===== config.mk =====
export PLATFORM = sky130hd
export DESIGN_NAME = cpu_entry_seq
export DESIGN_NICKNAME = d
export VERILOG_FILES = /design/src/rtl/cpu_entry_pkg.sv /design/src/rtl/entry_ctrl.sv /design/src/rtl/entry_regs.sv /design/src/rtl/entry_bus.sv /design/src/rtl/cpu_entry_seq.sv
export SDC_FILE = /design/constraint.sdc
export NUM_CORES = 1
export LEC_CHECK = 0
export BUFFER_PORTS_ARGS = -buffer_cell sky130_fd_sc_hd__buf_2
export CORE_ASPECT_RATIO = 2
export CORE_MARGIN = 5
export CORE_UTILIZATION = 45
export DETAILED_ROUTE_END_ITERATION = 16
export PLACE_DENSITY_LB_ADDON = 0.1
export SETUP_SLACK_MARGIN = 0.2
export SYNTH_ARGS = -nofsm -noshare
export SYNTH_HDL_FRONTEND = slang
export SYNTH_SLANG_ARGS = --single-unit

===== constraint.sdc =====
create_clock -name clk -period 1.8 [get_ports clk]
set_input_delay 0.18 -clock clk [delete_from_list [all_inputs] [get_ports clk]]
set_output_delay 0.18 -clock clk [all_outputs]
set_load 0.1 [all_outputs]

===== src/rtl/cpu_entry_pkg.sv =====
package cpu_entry_pkg;

    localparam int ADDR_W = 16;
    localparam int DATA_W = 8;
    localparam logic [7:0] STACK_PAGE = 8'h01;

    typedef enum logic [3:0] {
        PH_HOLD,
        PH_DUM1,
        PH_DUM2,
        PH_STK1,
        PH_STK2,
        PH_STK3,
        PH_VLO,
        PH_VHI,
        PH_FETCH,
        PH_RUN
    } phase_e;

    typedef enum logic [1:0] {
        K_RESET,
        K_NMI,
        K_IRQ,
        K_BRK
    } kind_e;

    function automatic logic is_stack(phase_e p);
        return (p == PH_STK1) || (p == PH_STK2) || (p == PH_STK3);
    endfunction

    function automatic logic [ADDR_W-1:0] vector_for(kind_e k,
                                                     logic [ADDR_W-1:0] rst_v,
                                                     logic [ADDR_W-1:0] nmi_v,
                                                     logic [ADDR_W-1:0] irq_v);
        case (k)
            K_RESET: return rst_v;
            K_NMI:   return nmi_v;
            default: return irq_v;
        endcase
    endfunction

    function automatic logic [DATA_W-1:0] status_byte(kind_e k, logic i);
        return {2'b00, 1'b1, (k == K_BRK), 1'b0, i, 2'b00};
    endfunction

endpackage


===== src/rtl/entry_ctrl.sv =====
module entry_ctrl
    import cpu_entry_pkg::*;
(
    input  logic   clk,
    input  logic   rst_n,
    input  logic   irq_n,
    input  logic   nmi_n,
    input  logic   brk_req,
    input  logic   iflag,
    output phase_e phase,
    output kind_e  kind
);

    logic nmi_q;
    logic nmi_pend;
    logic nmi_edge;
    logic nmi_hit;

    assign nmi_edge = nmi_q & ~nmi_n;
    assign nmi_hit  = nmi_pend | nmi_edge;

    always_ff @(posedge clk) begin
        if (!rst_n) begin
            phase    <= PH_HOLD;
            kind     <= K_RESET;
            nmi_q    <= nmi_n;
            nmi_pend <= 1'b0;
        end else begin
            nmi_q <= nmi_n;
            if (nmi_edge) begin
                nmi_pend <= 1'b1;
            end
            case (phase)
                PH_HOLD: begin
                    phase <= PH_DUM1;
                    kind  <= K_RESET;
                end
                PH_FETCH: phase <= PH_RUN;
                PH_RUN: begin
                    if (nmi_hit) begin
                        phase    <= PH_DUM1;
                        kind     <= K_NMI;
                        nmi_pend <= 1'b0;
                    end else if (brk_req) begin
                        phase <= PH_DUM1;
                        kind  <= K_BRK;
                    end else if (!irq_n && !iflag) begin
                        phase <= PH_DUM1;
                        kind  <= K_IRQ;
                    end
                end
                default: phase <= phase_e'(phase + 4'd1);
            endcase
        end
    end

    // an interrupt entry only starts out of the run state
    a_r9_start_from_run: assert property (@(posedge clk) disable iff (!rst_n)
        (phase == PH_DUM1 && kind != K_RESET) |-> ($past(phase) == PH_RUN));

    // the opcode fetch is seven cycles after the first dummy read
    a_r6_entry_length: assert property (@(posedge clk) disable iff (!rst_n)
        (phase == PH_FETCH) |-> ($past(phase, 7) == PH_DUM1));

    // a reset entry begins straight from the hold state
    a_r1_reset_from_hold: assert property (@(posedge clk) disable iff (!rst_n)
        (phase == PH_DUM1 && kind == K_RESET) |-> ($past(phase) == PH_HOLD));

endmodule


===== src/rtl/entry_regs.sv =====
module entry_regs
    import cpu_entry_pkg::*;
(
    input  logic              clk,
    input  logic              rst_n,
    input  phase_e            phase,
    input  logic              clr_i,
    input  logic [DATA_W-1:0] data_in,
    output logic [ADDR_W-1:0] pc,
    output logic [7:0]        sp,
    output logic              iflag
);

    // Registers are left untouched while reset is held: only the entry
    // sequence that follows its release changes them.
    always_ff @(posedge clk) begin
        if (rst_n) begin
            case (phase)
                PH_STK1, PH_STK2: sp <= sp - 8'd1;
                PH_STK3: begin
                    sp    <= sp - 8'd1;
                    iflag <= 1'b1;
                end
                PH_VLO: pc[7:0]  <= data_in;
                PH_VHI: pc[15:8] <= data_in;
                PH_RUN: if (clr_i) iflag <= 1'b0;
                default: ;
            endcase
        end
    end

    // each stack cycle lowers the stack pointer by one
    a_r3_sp_step: assert property (@(posedge clk) disable iff (!rst_n)
        is_stack(phase) |=> (sp == $past(sp) - 8'd1));

    // the high vector byte lands in PC
    a_r5_pc_high: assert property (@(posedge clk) disable iff (!rst_n)
        (phase == PH_VHI) |=> (pc[15:8] == $past(data_in)));

    // a clear request in the run state drops the mask
    a_r8_clear_mask: assert property (@(posedge clk) disable iff (!rst_n)
        (phase == PH_RUN && clr_i) |=> !iflag);

endmodule


===== src/rtl/entry_bus.sv =====
module entry_bus
    import cpu_entry_pkg::*;
#(
    parameter logic [ADDR_W-1:0] RST_VEC = 16'hFFFC,
    parameter logic [ADDR_W-1:0] NMI_VEC = 16'hFFFA,
    parameter logic [ADDR_W-1:0] IRQ_VEC = 16'hFFFE
) (
    input  phase_e            phase,
    input  kind_e             kind,
    input  logic [ADDR_W-1:0] pc,
    input  logic [7:0]        sp,
    input  logic              iflag,
    output logic [ADDR_W-1:0] addr,
    output logic              rw,
    output logic [DATA_W-1:0] data_out,
    output logic              done
);

    logic [ADDR_W-1:0] vec;
    logic              push_en;

    assign vec     = vector_for(kind, RST_VEC, NMI_VEC, IRQ_VEC);
    assign push_en = (kind != K_RESET);

    always_comb begin
        addr     = pc;
        rw       = 1'b1;
        data_out = '0;
        done     = 1'b0;
        case (phase)
            PH_STK1: begin
                addr     = {STACK_PAGE, sp};
                rw       = ~push_en;
                data_out = pc[15:8];
            end
            PH_STK2: begin
                addr     = {STACK_PAGE, sp};
                rw       = ~push_en;
                data_out = pc[7:0];
            end
            PH_STK3: begin
                addr     = {STACK_PAGE, sp};
                rw       = ~push_en;
                data_out = status_byte(kind, iflag);
            end
            PH_VLO:   addr = vec;
            PH_VHI:   addr = vec + 16'd1;
            PH_FETCH: done = 1'b1;
            default: ;
        endcase
    end

endmodule


===== src/rtl/cpu_entry_seq.sv =====
module cpu_entry_seq
    import cpu_entry_pkg::*;
#(
    parameter logic [ADDR_W-1:0] RST_VEC = 16'hFFFC,
    parameter logic [ADDR_W-1:0] NMI_VEC = 16'hFFFA,
    parameter logic [ADDR_W-1:0] IRQ_VEC = 16'hFFFE
) (
    input  logic              clk,
    input  logic              rst_n,
    input  logic              irq_n,
    input  logic              nmi_n,
    input  logic              brk_req,
    input  logic              clr_i,
    input  logic [DATA_W-1:0] data_in,
    output logic [ADDR_W-1:0] addr,
    output logic              rw,
    output logic [DATA_W-1:0] data_out,
    output logic [ADDR_W-1:0] pc,
    output logic [7:0]        sp,
    output logic              iflag,
    output logic              done
);

    phase_e phase;
    kind_e  kind;

    entry_ctrl u_ctrl (
        .clk     (clk),
        .rst_n   (rst_n),
        .irq_n   (irq_n),
        .nmi_n   (nmi_n),
        .brk_req (brk_req),
        .iflag   (iflag),
        .phase   (phase),
        .kind    (kind)
    );

    entry_regs u_regs (
        .clk     (clk),
        .rst_n   (rst_n),
        .phase   (phase),
        .clr_i   (clr_i),
        .data_in (data_in),
        .pc      (pc),
        .sp      (sp),
        .iflag   (iflag)
    );

    entry_bus #(
        .RST_VEC (RST_VEC),
        .NMI_VEC (NMI_VEC),
        .IRQ_VEC (IRQ_VEC)
    ) u_bus (
        .phase    (phase),
        .kind     (kind),
        .pc       (pc),
        .sp       (sp),
        .iflag    (iflag),
        .addr     (addr),
        .rw       (rw),
        .data_out (data_out),
        .done     (done)
    );

    // reset entries never write
    a_r4_reset_reads_only: assert property (@(posedge clk) disable iff (!rst_n)
        (kind == K_RESET) |-> rw);

    // done is a single-cycle pulse
    a_r6_done_pulse: assert property (@(posedge clk) disable iff (!rst_n)
        done |=> !done);

    // every write lands in the stack page
    a_r3_write_page: assert property (@(posedge clk) disable iff (!rst_n)
        !rw |-> (addr[15:8] == STACK_PAGE));

    // the mask is set whenever the opcode fetch is reached
    a_r6_mask_on_fetch: assert property (@(posedge clk) disable iff (!rst_n)
        done |-> iflag);

endmodule


After elaboration in Yosys (flattened, before gate mapping) --
Cells that the tools add are included.
Cells by class: bitwise logic cells 4, eq/ne operators 11, add/subtract/negate cells 3, mux-type cells 18, reduce and logical (&&, ||, !) cells 14
Operator list (number):
- 16-bit one-hot mux with 3 select lines | 1
- 8-bit one-hot mux with 3 select lines | 1
- 4-bit by 3-bit == test with 1-bit output, second input constant | 4
- 4-bit two-way mux | 3
- 4-bit one-hot mux with 3 select lines | 1
- 4-bit == test, second input constant | 2
- 2-bit AND reduction | 4
- 8-bit by 1-bit subtractor with 8-bit output, second input constant | 1
- 1-bit two-way mux | 6
- 2-bit two-way mux | 3
- 3-bit one-hot mux with 2 select lines | 1
- 2-bit nonzero test | 3
- 4-bit by 2-bit adder with 5-bit output, second input constant | 1
- 4-bit by 1-bit adder with 4-bit output, second input constant | 1
- 4-bit by 2-bit == test with 1-bit output, second input constant | 1
- 4-bit zero test | 1
- 4-bit by 2-bit != test with 1-bit output, second input constant | 1
- 2-bit one-hot mux with 2 select lines | 1
- 3-bit AND reduction | 1
- 3-bit OR reduction | 1
- 2-bit by 1-bit == test with 1-bit output, second input constant | 1
- 2-bit == test, second input constant | 1
- 1-bit zero test | 2
- 2-bit zero test | 1
- 6 further kinds | 7
Storage, ports and cells: logic and storage cells 58, input port bits 14, flip-flop bits (word level) 33, output and inout bits 51

Longest topological paths before layout --
depth after elaboration 6, depth in mapped cells 8, mapped depth without buffers 6

Hierarchy --
A second synthesis with hierarchy kept.
Unflattened totals: cell total of the unflattened synthesis 170, area total of the unflattened synthesis 1883.1 µm²
Modules (own cells, without submodules):
- entry_regs | cells each 56, area each 985.9 µm², times used 1, sequential area each 750.7 µm²
- entry_ctrl | cells each 49, area each 451.7 µm², times used 1, sequential area each 160.2 µm²
- entry_bus | cells each 65, area each 445.4 µm², times used 1, sequential area each 0.0 µm²

Worst setup path after synthesis --
Ideal clock, no wire load.
kind register to output, start register u_regs.pc[8], end output port data_out[0], required time 1.620 ns, cell stages (with the launch flop) 3, arrival 2.595 ns, slack -0.975 ns, path through edfxtp_1 > nand3b_1 > a21oi_1
On the way: cells in the longest elaborated chain, start to end 1
Ends and longest elaborated chain:
- start, declared | line entry_regs.sv:9 | output logic [ADDR_W-1:0] pc,
- start signal, assigned | line entry_regs.sv:25 | PH_VHI: pc[15:8] <= data_in;
- 8-bit one-hot mux with 3 select lines | line entry_bus.sv:30 | case (phase)
- end, declared | line cpu_entry_seq.sv:17 | output logic [DATA_W-1:0] data_out,
No other way between the ends.

Final worst setup path --
start register u_ctrl.phase[1], end output port addr[10]
On the way: cells in the longest elaborated chain, start to end 3, elaborated cells between the ends (all ways) 7, classes of those cells eq/ne: 5; mux: 1; reduce/logical: 1
Ends and longest elaborated chain:
- start, declared | line entry_ctrl.sv:10 | output phase_e phase,
- start signal, assigned | line entry_ctrl.sv:52 | default: phase <= phase_e'(phase + 4'd1);
- 4-bit by 2-bit == test with 1-bit output or 4-bit by 3-bit == test with 1-bit output (tied branches) | line entry_bus.sv:30
- 3-bit OR reduction (no line)
- 16-bit one-hot mux with 3 select lines * | line entry_bus.sv:30
- end, declared | line cpu_entry_seq.sv:15 | output logic [ADDR_W-1:0] addr,
Mark *: on every way between the ends. The rest lies on a longest branch, timed or not.

==> out/qor.yml <==
outcome: "finished with violations"
violations: "negative setup slack"
syn2layout_area_growth_pct: 92.6
crit_required_ps: 1620
design_area_sq_um: 3680
hold_slack_ps: 11.5
period_needed_ps: 2080
start_kind: "flop"
finalSetupViolCount: 26
powerDensity_nw_per_um2: 714
p_leak_nw: 1.42
fmax_ghz: 0.481
clk_pin_slew_ps: 70
wl_per_cell_microns: 23.4
synth-seq-cells: 33
yosysWarnings: 0
crit_slowest_cell: "or3b_4"
dr.pass1.iters: 4
path_cells: "inv_4 > ha_4 > or3b_4 > buf_12 > nand2_8 > a21o_4 > buf_12"
cts_tree: "yes"
die_x_microns: 56.1
grt_max_degree: 16
grt_pass1_wl_microns: 11000
synth_edf_count: 25
cp_common_cell: "buf_12"
slew_violations: 0
port_buffers: 64
clock-sinks: 33
syn-num-nets: 198
tightest_slew_ps: 510
worstPathArrival_ps: 1900
grt_pass1_vias: 1961
async_reset_ff_frac: 0
clock_latency_ps: 290
vias_per_cell: 6.01
grt_antenna_before_repair: 0
postLayoutCoreUtil: 0.892
synthFlopType: "edfxtp_1"
crit_path_end_kind: "primary output"
slowest_delay_ps: 440
syn_area_sq_um: 1910
ys_seq_area_frac: 0.476
syn_inst: 179
post_dp_cell_area_sq_um: 3180
core_sq_um: 4130
routed_wl_microns: 7730
cts_buffers: 5
rsz0062_at_grt: "yes"
syn_avg_cell_area_sq_um: 10.7
layout-drive-gt1-share: 0.680
finalCritPeriodShare: 1.15
totalPowerFinal_mw: 2.63
die-area_sq_um: 5730
diodes: 0
start_util: 0.463
nets: 296
crit_type: "flop to primary output"
dp_hpwl_microns: 5100
mostFrequentLayoutCells: "38 x buf_2, 29 x buf_12, 25 x edfxtp_1"
vias: 1982
hold_buffers: 0
cts-root-buf: "clkbuf_8"
fp.dieH_microns: 102
path_max_fanout: 7
finalWeightedCongestion: 0.837
fin_skew_ps: 5.04
ioPinCount: 65
overflow: 0
drc: 0
ant_nets: 0
instances_no_fill: 330
finalSetupTns_ps: -5720
grt_usage: 0.256
cts_htree_levels: 2
dp_slack_ps: -131
synth_cell_type_count: 49
maxCapViolCount: 0
ir_drop_v: 0.000823
clockBufferDepth: 2
fin_ws_ps: -278
finalHoldViolCount: 0
drt_iter0_markers: 61
max-slew-margin-rel: 0.662
row_count: 33
mostFrequentLayoutCell: "buf_2"
post-place-cells: 309
hp-class: "input port to flop"
path summary, 6_finish.rpt:
kind | slack (ps) | end | depth (start not counted) | startpoint
setup / recovery | -280 | addr[10] | 7 | u_ctrl.phase[1]
hold / removal | 10 | u_ctrl.nmi_q | 1 | nmi_n
setup reg to reg | 130 | u_ctrl.kind[0] | 8 | u_ctrl.phase[1]
hold reg to reg | 580 | u_ctrl.kind[0] | 2 | u_ctrl.kind[0]
sequential cells by signal, indices dropped and copies added (netlist names):
name	count
u_regs.pc	16
u_regs.sp	8
u_ctrl.phase	4
u_ctrl.kind	2
u_ctrl.nmi_pend	1
u_ctrl.nmi_q	1
u_regs.iflag	1
per-layer routing:
layer / GRT usage / routed length (microns) / vias up
li1: - / - / 864
met1: 0.243 / 2590 / 969
met2: 0.503 / 4430 / 116
met3: 0.0405 / 316 / 33
met4: 0.150 / 398 / 0
met5: 0 / 0 / -
report_power, final:
part	internal [mW]	switching, mW
Combinational	0.501	0.699
Sequential	0.840	0.0292
Clock	0.267	0.292
Total	1.61	1.02
synth_stat cells (all sizes together), types with 3 or more instances:
library cell  count  area, sq um
a21o              8         60.1
a21oi             3         15.0
a22oi             3         22.5
a32oi             5         43.8
and3              3         18.8
buf              11         82.6
dfxtp             8          160
edfxtp           25          751
ha                5         62.6
inv               8         32.5
nand2            11         43.8
nand2b            4         25.0
nand3            13         65.1
nor2             15         56.3
nor2b             5         31.3
o21ai            12         60.1
xor2              3         26.3
layout make-up:
class / instances / area [sq um]
repair buffers: 104 / 1120
flip-flops and latches: 33 / 916
fillers: 170 / 447
clock inverters: 3 / 17.5
inverters: 8 / 37.5
well taps: 52 / 65.1
multi-input cells: 125 / 1460
clock buffers: 5 / 68.8
worst max-delay path, delay by kind of cell (launching register included):
kind | cells | cell delay, ps
and+or+nand+nor | 2 | 530
buffers and inverters | 3 | 390
DFF | 1 | 370
adders and majority gates | 1 | 160
AOI/OAI and AO/OA | 1 | 150
kinds of logic (layout without fill, tap and decap cells):
family / after synthesis / count (layout) / share of synthesized area
simple gates: 63 / 63 / 0.191
xor+xnor: 5 / 5 / 0.0229
mux: 2 / 2 / 0.0105
buf+inv: 21 / 120 / 0.0641
flops: 33 / 33 / 0.476
compound gates: 50 / 50 / 0.202
fa+ha+maj: 5 / 5 / 0.0327
what timing repair did:
action                     CTS  global route
pin swaps                   33            22
resized for setup           48            22
setup endpoints to repair   45            48
setup buffers                5             8
Note: power is estimated with default switching activity, not from simulation.
